<file path="src/rtl/smc_pkg.sv">
package smc_pkg;

  typedef enum logic [1:0] {
    MODE_NORMAL = 2'd0,
    MODE_HIZ    = 2'd1,
    MODE_TEST   = 2'd2
  } mode_e;

  localparam int NGRP     = 6;
  localparam int GRP_CPU  = 0;
  localparam int GRP_MEM  = 1;
  localparam int GRP_66   = 2;
  localparam int GRP_PCI  = 3;
  localparam int GRP_APIC = 4;
  localparam int GRP_48   = 5;

  // test-mode division ratio per output group, in test-clock periods
  function automatic int grp_div(input int g);
    case (g)
      GRP_CPU, GRP_MEM:  return 4;
      GRP_66:            return 6;
      GRP_PCI, GRP_APIC: return 12;
      default:           return 2;
    endcase
  endfunction

endpackage

</file>
<file path="src/rtl/powerup_strap.sv">
module powerup_strap #(
  parameter int TICKS = 2000
) (
  input  logic clk,
  input  logic rst_n,
  input  logic tick,
  input  logic pin_in,
  output logic done,
  output logic strap
);
  localparam int CW = (TICKS > 1) ? $clog2(TICKS + 1) : 1;
  localparam logic [CW-1:0] LAST = CW'(TICKS - 1);

  logic [CW-1:0] cnt;

  always_ff @(posedge clk or negedge rst_n) begin
    if (!rst_n) begin
      cnt   <= '0;
      done  <= 1'b0;
      strap <= 1'b0;
    end else if (!done && tick) begin
      if (cnt == LAST) begin
        done  <= 1'b1;
        strap <= pin_in;   // sampled once, on the final tick
      end else begin
        cnt <= cnt + CW'(1);
      end
    end
  end
endmodule

</file>
<file path="src/rtl/mode_sel.sv">
module mode_sel
  import smc_pkg::*;
(
  input  logic       clk,
  input  logic       rst_n,
  input  logic       tri_n,
  input  logic       sel0,
  input  logic       strap,
  output mode_e      mode,
  output logic [1:0] freq_code
);
  mode_e nxt;

  always_comb begin
    if (tri_n)     nxt = MODE_NORMAL;
    else if (sel0) nxt = MODE_TEST;
    else           nxt = MODE_HIZ;
  end

  always_ff @(posedge clk or negedge rst_n) begin
    if (!rst_n) begin
      mode      <= MODE_HIZ;
      freq_code <= 2'b00;
    end else begin
      mode      <= nxt;
      freq_code <= {strap, sel0};
    end
  end
endmodule

</file>
<file path="src/rtl/test_div.sv">
module test_div #(
  parameter int DIV = 4
) (
  input  logic clk,
  input  logic rst_n,
  input  logic run,
  input  logic rise,
  output logic out
);
  localparam int HALF = (DIV > 1) ? DIV / 2 : 1;
  localparam int CW   = (HALF > 1) ? $clog2(HALF) : 1;
  localparam logic [CW-1:0] WRAP = CW'(HALF - 1);

  logic [CW-1:0] cnt;

  always_ff @(posedge clk or negedge rst_n) begin
    if (!rst_n) begin
      cnt <= '0;
      out <= 1'b0;
    end else if (!run) begin
      cnt <= '0;
      out <= 1'b0;
    end else if (rise) begin
      if (cnt == '0) out <= ~out;   // toggle on phase zero so all groups line up
      cnt <= (cnt == WRAP) ? '0 : cnt + CW'(1);
    end
  end
endmodule

</file>
<file path="src/rtl/strap_mode_ctrl.sv">
module strap_mode_ctrl
  import smc_pkg::*;
#(
  parameter int PWRUP_TICKS = 2000
) (
  input  logic            clk,
  input  logic            rst_n,
  input  logic            tick,
  input  logic            pin_in,
  output logic            pin_out,
  output logic            pin_oe,
  input  logic            tri_n,
  input  logic            sel0,
  input  logic            xin,
  output logic [NGRP-1:0] grp_clk,
  output logic [NGRP-1:0] grp_oe,
  output logic [1:0]      mode,
  output logic [1:0]      freq_code
);
  logic  done;
  logic  strap;
  mode_e mode_q;
  logic  xin_q;
  logic  xin_rise;
  logic  run;

  powerup_strap #(.TICKS(PWRUP_TICKS)) u_pwr (
    .clk   (clk),
    .rst_n (rst_n),
    .tick  (tick),
    .pin_in(pin_in),
    .done  (done),
    .strap (strap)
  );

  mode_sel u_mode (
    .clk      (clk),
    .rst_n    (rst_n),
    .tri_n    (tri_n),
    .sel0     (sel0),
    .strap    (strap),
    .mode     (mode_q),
    .freq_code(freq_code)
  );

  always_ff @(posedge clk or negedge rst_n) begin
    if (!rst_n) xin_q <= 1'b0;
    else        xin_q <= xin;
  end

  assign xin_rise = xin & ~xin_q;
  assign run      = (mode_q == MODE_TEST);

  for (genvar g = 0; g < NGRP; g++) begin : g_div
    test_div #(.DIV(grp_div(g))) u_div (
      .clk  (clk),
      .rst_n(rst_n),
      .run  (run),
      .rise (xin_rise),
      .out  (grp_clk[g])
    );
  end

  assign grp_oe  = {NGRP{mode_q != MODE_HIZ}};
  assign pin_oe  = done && (mode_q != MODE_HIZ);
  assign pin_out = pin_oe & xin_q;
  assign mode    = mode_q;
endmodule

</file>
<file path="config.mk">
export PLATFORM = sky130hd
export DESIGN_NAME = strap_mode_ctrl
export DESIGN_NICKNAME = d
export VERILOG_FILES = /design/src/rtl/smc_pkg.sv /design/src/rtl/powerup_strap.sv /design/src/rtl/mode_sel.sv /design/src/rtl/test_div.sv /design/src/rtl/strap_mode_ctrl.sv
export SDC_FILE = /design/constraint.sdc
export NUM_CORES = 1
export LEC_CHECK = 0
export CORE_ASPECT_RATIO = 0.8
export CORE_MARGIN = 2
export CORE_UTILIZATION = 40
export CTS_CLUSTER_SIZE = 8
export DETAILED_ROUTE_END_ITERATION = 6
export RECOVER_POWER = 100
export SKIP_CTS_REPAIR_TIMING = 1
export SLEW_MARGIN = 0
export SYNTH_ARGS = -nofsm -noshare
export SYNTH_HDL_FRONTEND = slang
export SYNTH_SLANG_ARGS = --single-unit
</file>
<file path="constraint.sdc">
create_clock -name clk -period 3.35 [get_ports clk]
set_input_delay 0.67 -clock clk [delete_from_list [all_inputs] [get_ports clk]]
set_output_delay 0.67 -clock clk [all_outputs]
set_load 0.01 [all_outputs]
</file>
==> impl_metrics.yaml, run 1 <==
synthesis:
  synth_commonest_cells: "33 x dfrtp_1, 13 x nor2_1, 11 x buf_4, 11 x xnor2_1, 9 x a21oi_1"
  syn_nets: 152
  ys.flop_type: "dfrtp_1"
  synth_async_sr_flop_share: 1.00
  netlist.area_leader.share: 0.512
  ys_ff_latch: 34
  yosysTopAreaCell: "dfrtp_1"
  synth_edf_count: 0
  syn_area_per_cell_um2: 11.2
  synth_area_leaders: "dfrtp_1 51%, xnor2_1 6.0%, buf_4 5.1%"
  netlist_instances: 144
  yosysWarnings: 0
  mappedNetlistArea_mm2: 0.00161
  yosysMostFrequentCell: "dfrtp_1"
  seq_area_frac_synth: 0.528
  yosysUniqueCellTypes: 41
pwr:
  p_seq_frac: 0.500
  pwr-share-clk: 0.344
  vdd_drop_max_mv: 0.291
  power_frac_comb: 0.155
  cellPowerDensity_mw_per_mm2: 535
  power_switching_w: 0.000288
  p_int_w: 0.000735
  switching_share: 0.282
  p_leak_nw: 0.825
sta:
  period_share: 0.733
  fin_crit_ns: 2.46
  tightest_slew_ns: 1.79
  setup_violations: 0
  final_max_slew_viol_count: 35
  fin_skew_ns: 0.00567
  hold_viol: 0
  fin_setup_tns_ns: 0
  rsz0062_at_grt: "false"
  max_freq_ghz: 0.407
  fin_ws_ns: 0.895
  slew_headroom: -0.193
worst_setup_path:
  required_ns: 2.68
  crit_arrival_ns: 1.79
  critPathKind: "flop to output port"
  cp-start-kind: "flop"
  path_max_fanout: 8
  cp-end-kind: "output port"
drt:
  ant_nets: 0
  drt_iter0_drc: 80
  via_count: 1105
  avgViaCountPerCell: 5.09
  wirelength_mm: 2.97
  drcViolationCount: 0
  dr.pass1.iters: 4
  post_drt_wl_per_cell_um: 13.7
die:
  io_pins: 25
  dieHeight_um: 60.8
  die_area_mm2: 0.00456
  die_w_um: 75.0
  num_rows: 20
  initial_core_util: 0.421
  core-area_mm2: 0.00383
status:
  violations: "max-capacitance violations, max-slew violations"
  status: "finished, violations left"
clocking:
  clock_latency_ns: 0.29
  clock-root-buffer: "clkbuf_8"
  cts.sinks: 34
  cts_buffers: 5
  clk_pin_slew_ns: 0.06
  cts_buffer_depth: 2
  cts_tree: "yes"
  htree_levels: 2
job:
  cap_violations: 1
place:
  dp_cells: 209
  place.port_buffers: 24
  dp_hpwl_mm: 2.11
  pre_cts_ws_ns: 1.10
  gp_congestion: 0.798
grt:
  grt_pass1_vias: 1126
  antenna_found_initial: 0
  grt_max_degree: 35
  overflow: 0
  grt_first_pass_wirelength_mm: 5.23
  grt_usage: 0.158
layout:
  syn_to_final_growth_pct: 18.5
  fill_cells: 348
  drive_gt1_frac: 0.0802
  finalNetCount: 169
  multi_input_area_um2: 626
  stdcell_count: 217
  num_antenna_cells: 0
  seqCellArea_um2: 852
worst_hold_path:
  hold_path_class: "flop to flop"
## final timing paths
check | startpoint | endpoint | slack [ns] | depth (start not counted)
max | u_mode.mode[0] | pin_out | 0.89 | 3
min | u_pwr.strap | u_mode.freq_code[1] | 0.38 | 0
max reg2reg | u_pwr.cnt[4] | u_pwr.cnt[1] | 1.53 | 3
min reg2reg | u_pwr.strap | u_mode.freq_code[1] | 0.38 | 0
max in group asynchronous | rst_n | u_pwr.cnt[2] | 0.92 | 2
min in group asynchronous | rst_n | g_div[2].u_div.out | 1.39 | 2
## state kept, by name (all words and copies together) (netlist names)
signal / flops
u_pwr.done: 1
u_pwr.strap: 1
u_pwr.cnt: 11
u_mode.mode: 2
xin_q: 1
u_mode.freq_code: 2
g_div.u_div.cnt: 10
g_div.u_div.out: 6
## cell usage in the layout (no fill, tap or decap), drive strengths merged, types with 4 or more instances in the layout
master / count
or3: 4
a21oi: 9
dlygate4sd3: 22
nand3: 5
dfrtp: 33
a31oi: 4
clkbuf: 9
nor2: 13
xnor2: 11
## layout make-up
class | instances | share of cell area
Clock buffer | 8 | 0.0576
Sequential cell | 34 | 0.446
Multi-Input combinational cell | 92 | 0.327
Tap cell | 55 | 0.0360
Inverter | 3 | 0.00589
Timing Repair Buffer | 25 | 0.128
## critical path, stage by stage (launching register included)
cell and delay (ns):
dfstp_2 0.54, nand2b_1 0.14, and3_1 0.22, dlygate4sd3_1 0.60
## cell families (layout without fill, tap and decap cells)
family          after synthesis  count (layout)  share of synthesized area
compound gates               21              21                     0.0923
simple gates                 53              53                      0.206
fa+ha+maj                     1               1                    0.00776
mux                           4               4                     0.0264
flops                        34              34                      0.528
buf+inv                      18              36                     0.0683
xor+xnor                     13              13                     0.0706
## through the flow
stage,power (W),area (um^2),hold slack [ns],util
CTS,0.00104,1940,0.383,0.507
floorplan,0.000619,1610,0.347,-
global placement,0.000672,1830,0.352,0.478
detailed placement,0.000688,1830,0.369,0.478
global route,0.00108,1910,0.405,0.499
finish,0.00102,1910,0.379,0.499
## power by group through the flow
stage / sequential, W / clock, W / combinational (W)
2_1_floorplan: 0.000501 / 0 / 0.000119
3_3_place_gp: 0.000510 / 0 / 0.000162
3_5_place_dp: 0.000516 / 0 / 0.000171
4_1_cts: 0.000510 / 0.000361 / 0.000171
5_1_grt: 0.000519 / 0.000381 / 0.000182
6_report: 0.000512 / 0.000352 / 0.000159
## layer usage
layer,up-vias,wire length [um],share of wire,GRT usage
li1,528,-,-,-
met4,0,44,0.015,0.0612
met3,6,184,0.062,0.0764
met5,-,0,0,0
met1,544,1480,0.50,0.210
met2,27,1260,0.43,0.224
Note: power is estimated with default switching activity, not from simulation.
==> run 2, diff against run 1 <==
==> constraint.sdc (replaced) <==
create_clock -name clk -period 2.4 [get_ports clk]
set_input_delay 0.48 -clock clk [delete_from_list [all_inputs] [get_ports clk]]
set_output_delay 0.48 -clock clk [all_outputs]
set_load 0.01 [all_outputs]
==> run 2 against run 1 <==
The run now ends clean. Die area unchanged. Highest routed layer unchanged. Worst setup slack lost 0.65 ns. Combinational power rose by 38%. Clock power is 41% higher. Largest power group unchanged. Global-route usage fell by 0.55 points. Sequential power increased by 38%.
==> impl_metrics.yaml, run 2 (synthesized netlist as in run 1, its figures left out) <==
place:
  place.port_buffers: 24
  gp_congestion: 0.805
  placed_area_mm2: 0.00184
  dp_hpwl_mm: 1.99
  dp_cells: 210
drt:
  via_count: 1083
  avgViaCountPerCell: 4.97
  dr.pass1.iters: 4
  post_drt_wl_per_cell_um: 13.3
  wirelength_mm: 2.90
  drt_iter0_drc: 30
  ant_nets: 0
  drcViolationCount: 0
die:
  io_pins: 25
  die_area_mm2: 0.00456
  core-area_mm2: 0.00383
  initial_core_util: 0.421
  num_rows: 20
  dieHeight_um: 60.8
  die_w_um: 75.0
clocking:
  clock-root-buffer: "clkbuf_8"
  cts.sinks: 34
  cts_buffers: 5
  cts_tree: "yes"
  clk_pin_slew_ns: 0.07
  clock_latency_ns: 0.29
  cts_buffer_depth: 2
  htree_levels: 2
layout:
  final_core_util: 0.500
  num_antenna_cells: 0
  finalNetCount: 170
  stdcell_count: 218
  largest_register: "u_pwr.cnt"
  largest_reg_flops: 11
  top_regs: "u_pwr.cnt x11, g_div.u_div.cnt x10, g_div.u_div.out x6"
  fill_cells: 337
  seqCellArea_um2: 852
  syn_to_final_growth_pct: 18.7
  final_cell_mix: "33 x dfrtp_1, 20 x dlygate4sd3_1, 13 x nor2_1"
  final_common_cell: "dfrtp_1"
  final_area_mm2: 0.00191
  multi_input_area_um2: 623
  drive_gt1_frac: 0.0798
sta:
  setup_violations: 0
  rsz0062_at_grt: "false"
  fin_skew_ns: 0.00344
  tightest_slew_ns: 0.826
  max_freq_ghz: 0.463
  fin_setup_tns_ns: 0
  period_share: 0.899
  final_max_slew_viol_count: 0
  hold_viol: 0
  hold_ws_ns: 0.375
  fin_crit_ns: 2.16
  slew_headroom: 0.449
worst_setup_path:
  r2r_end: "u_pwr.cnt[1]"
  r2r_cells: 3
  critPathKind: "flop to output port"
  path_cells: "nand2b_1 -> and3_1 -> clkdlybuf4s50_1"
  r2r-start: "u_pwr.cnt[5]"
  crit_arrival_ns: 1.68
  r2r_setup_slack_ns: 0.62
  cp-end-kind: "output port"
  cp_slowest_stage_delay_ns: 0.54
  path_max_fanout: 8
  cp-start-kind: "flop"
  required_ns: 1.92
  cp_slowest_cell: "dfstp_2"
worst_hold_path:
  holdPathEnd: "u_mode.freq_code[1]"
  min_path_cells: 0
  worstHoldStart: "u_pwr.strap"
  hold_path_class: "flop to flop"
pwr:
  power_frac_comb: 0.154
  p_leak_nw: 0.823
  cellPowerDensity_mw_per_mm2: 743
  switching_share: 0.279
  vdd_drop_max_mv: 0.344
  p_int_w: 0.00103
  pwr-share-clk: 0.349
  p_seq_frac: 0.497
  power_switching_w: 0.000397
status:
  status: "finished clean"
grt:
  grt_usage: 0.153
  grt_pass1_vias: 1069
  antenna_found_initial: 0
  overflow: 0
  grt_first_pass_wirelength_mm: 4.97
  grt_max_degree: 35
job:
  cap_violations: 0
run 2: routing by layer:
layer	up-vias	wire (um)	track usage
met5	-	0	0
met4	0	85	0.0995
met3	7	153	0.0598
met2	25	1200	0.216
met1	517	1460	0.195
li1	534	-	-
run 2: layout make-up:
type	count	area share
clock buffer	8	0.0575
inverter	3	0.00588
multi-input combinational	92	0.325
sequential	34	0.445
tap	55	0.0359
timing repair buffer	26	0.130
run 2: how the worst max path moves through the flow:
stage                         from                 end  slack [ns]  cells after the start
floorplan             u_pwr.cnt[5]        u_pwr.cnt[1]        0.86                      3
CTS                 u_mode.mode[0]             pin_out        0.19                      3
detailed placement             xin  g_div[3].u_div.out        0.36                      4
finish              u_mode.mode[0]             pin_out        0.24                      3
global placement               xin  g_div[3].u_div.out        0.42                      4
global route        u_mode.mode[0]             pin_out        0.16                      3
run 2: critical path, delay by kind of cell, from the launching register on:
kind          cells  cell delay, ns
buf+inv           1            0.47
simple gates      2            0.37
flops             1            0.54
run 2: metrics by stage:
stage,power [W],setup WS [ns]
2_1_floorplan,0.000865,0.862
3_3_place_gp,0.000941,0.417
3_5_place_dp,0.000951,0.364
4_1_cts,0.00145,0.187
5_1_grt,0.00149,0.159
6_report,0.00142,0.242
run 2: power groups by stage:
stage / combinational [W] / clock [W] / sequential [W]
CTS: 0.000234 / 0.000510 / 0.000707
detailed placement: 0.000235 / 0 / 0.000716
floorplan: 0.000165 / 0 / 0.000699
global route: 0.000247 / 0.000525 / 0.000719
finish: 0.000219 / 0.000497 / 0.000708
global placement: 0.000229 / 0 / 0.000713
==> run 3, diff against run 2 <==
==> constraint.sdc (replaced) <==
create_clock -name clk -period 2.1 [get_ports clk]
set_input_delay 0.42 -clock clk [delete_from_list [all_inputs] [get_ports clk]]
set_output_delay 0.42 -clock clk [all_outputs]
set_load 0.01 [all_outputs]
==> run 3 against run 2 <==
Critical path depth decreased by 1. Cell count increased by 0.46%. Design area decreased by 0.39%. Global-route usage increased by 0.94 points. Sequential share of layout area increased by 0.18 points. Worst hold slack improved by 0.0047 ns. Sequential power increased by 14%. Largest cell class unchanged.
==> impl_metrics.yaml, run 3 (synthesized netlist as in run 1, its figures left out) <==
clocking:
  cts.sinks: 34
  clock_latency_ns: 0.29
  clk_pin_slew_ns: 0.06
  cts_buffers: 5
  htree_levels: 2
  cts_buffer_depth: 2
  cts_tree: "yes"
  clock-root-buffer: "clkbuf_8"
pwr:
  p_leak_nw: 0.852
  cellPowerDensity_mw_per_mm2: 824
  vdd_drop_max_mv: 0.492
worst_setup_path:
  path_max_fanout: 8
  path_cells: "nand2b_2 -> clkdlybuf4s50_1"
  worst-path-buf-inv: 1
  cp-start-kind: "flop"
  critPathKind: "flop to output port"
  cp-end-kind: "output port"
  crit_arrival_ns: 1.46
  cp_slowest_stage_delay_ns: 0.55
  crit_family: "flip-flops"
  cp_slowest_cell: "dfstp_1"
  required_ns: 1.68
layout:
  syn_to_final_growth_pct: 18.2
  fill_cells: 343
  top_regs: "u_pwr.cnt x11, g_div.u_div.cnt x10, g_div.u_div.out x6"
  finalNetCount: 171
  largest_reg_flops: 11
  final_core_util: 0.498
  drive_gt1_frac: 0.0732
  final_area_mm2: 0.00191
  final_common_cell: "dfrtp_1"
  stdcell_count: 219
  final_cell_mix: "33 x dfrtp_1, 14 x dlygate4sd3_1, 13 x nor2_1"
  num_antenna_cells: 0
  largest_register: "u_pwr.cnt"
worst_hold_path:
  hold_path_class: "flop to flop"
die:
  die_w_um: 75.0
  core-area_mm2: 0.00383
  io_pins: 25
  initial_core_util: 0.421
  num_rows: 20
  die_area_mm2: 0.00456
  dieHeight_um: 60.8
place:
  place.port_buffers: 24
  gp_congestion: 0.785
  placed_area_mm2: 0.00185
  dp_cells: 211
  dp_hpwl_mm: 2.00
  pre_cts_ws_ns: 0.204
drt:
  drcViolationCount: 0
  post_drt_wl_per_cell_um: 13.5
  via_count: 1096
  dr.pass1.iters: 4
  drt_iter0_drc: 75
  ant_nets: 0
  wirelength_mm: 2.97
  avgViaCountPerCell: 5.00
sta:
  hold_viol: 0
  period_share: 0.896
  fin_ws_ns: 0.218
  slew_headroom: 0.445
  final_max_slew_viol_count: 0
  fin_crit_ns: 1.88
  max_freq_ghz: 0.531
  rsz0062_at_grt: "false"
  fin_skew_ns: 0.00620
  setup_violations: 0
  tightest_slew_ns: 0.833
grt:
  grt_max_degree: 35
  grt_pass1_vias: 1123
  overflow: 0
  grt_usage: 0.162
  antenna_found_initial: 0
  grt_first_pass_wirelength_mm: 5.24
job:
  cap_violations: 0
status:
  status: "finished clean"
run 3: cell types whose count changed in the layout (fill, tap and decap cells not counted), sizes merged:
cell	before	now
dlygate4sd3	20	14
clkdlybuf4s50	4	8
dlymetal6s2s	0	2
clkinv	0	1
run 3: power breakdown:
part           total [W]  internal, W  switching [W]
logic           0.000261     0.000121       0.000140
clock network   0.000500     0.000264       0.000235
registers       0.000810     0.000724      0.0000861
run 3: layout make-up:
class | instances | area, um^2 | share of cell area
repair buffers | 27 | 258 | 0.135
clock buffers | 7 | 86.3 | 0.0453
flip-flops and latches | 34 | 852 | 0.447
inverters | 3 | 11.3 | 0.00591
clock inverters | 1 | 5.00 | 0.00262
multi-input cells | 92 | 626 | 0.328
well taps | 55 | 68.8 | 0.0361
run 3: metal layers:
layer | up-vias | global-route usage | wire [um]
met5 | - | 0 | 0
met4 | 0 | 0.115 | 67
met3 | 5 | 0.0532 | 147
met2 | 26 | 0.219 | 1270
met1 | 530 | 0.218 | 1490
li1 | 535 | - | -
run 3: worst register-to-register path: stages, from the launching register on:
cell     delay [ns]
dfrtp_1        0.46
or3b_1         0.43
o31ai_1        0.45
mux2_1         0.36
run 3: metrics by stage:
| stage | hold slack [ns] | TNS [ns] | power [W] |
|---|---|---|---|
| final | 0.379 | 0 | 0.00157 |
| after global routing | 0.393 | 0 | 0.00168 |
| after CTS | 0.382 | -0.0521 | 0.00161 |
| after detailed placement | 0.368 | 0 | 0.00110 |
| after global placement | 0.368 | 0 | 0.00108 |
| after floorplan | 0.124 | 0 | 0.000988 |
run 3: worst paths after layout:
kind | startpoint | to | slack, ns | cells past startpoint
setup / recovery | u_mode.mode[0] | grp_oe[1] | 0.22 | 2
hold / removal | u_pwr.strap | u_mode.freq_code[1] | 0.38 | 0
setup reg to reg | u_pwr.cnt[4] | u_pwr.cnt[1] | 0.29 | 3
hold reg to reg | u_pwr.strap | u_mode.freq_code[1] | 0.38 | 0
max in group asynchronous | rst_n | g_div[4].u_div.cnt[0] | 0.82 | 2
min in group asynchronous | rst_n | g_div[0].u_div.cnt | 0.75 | 2
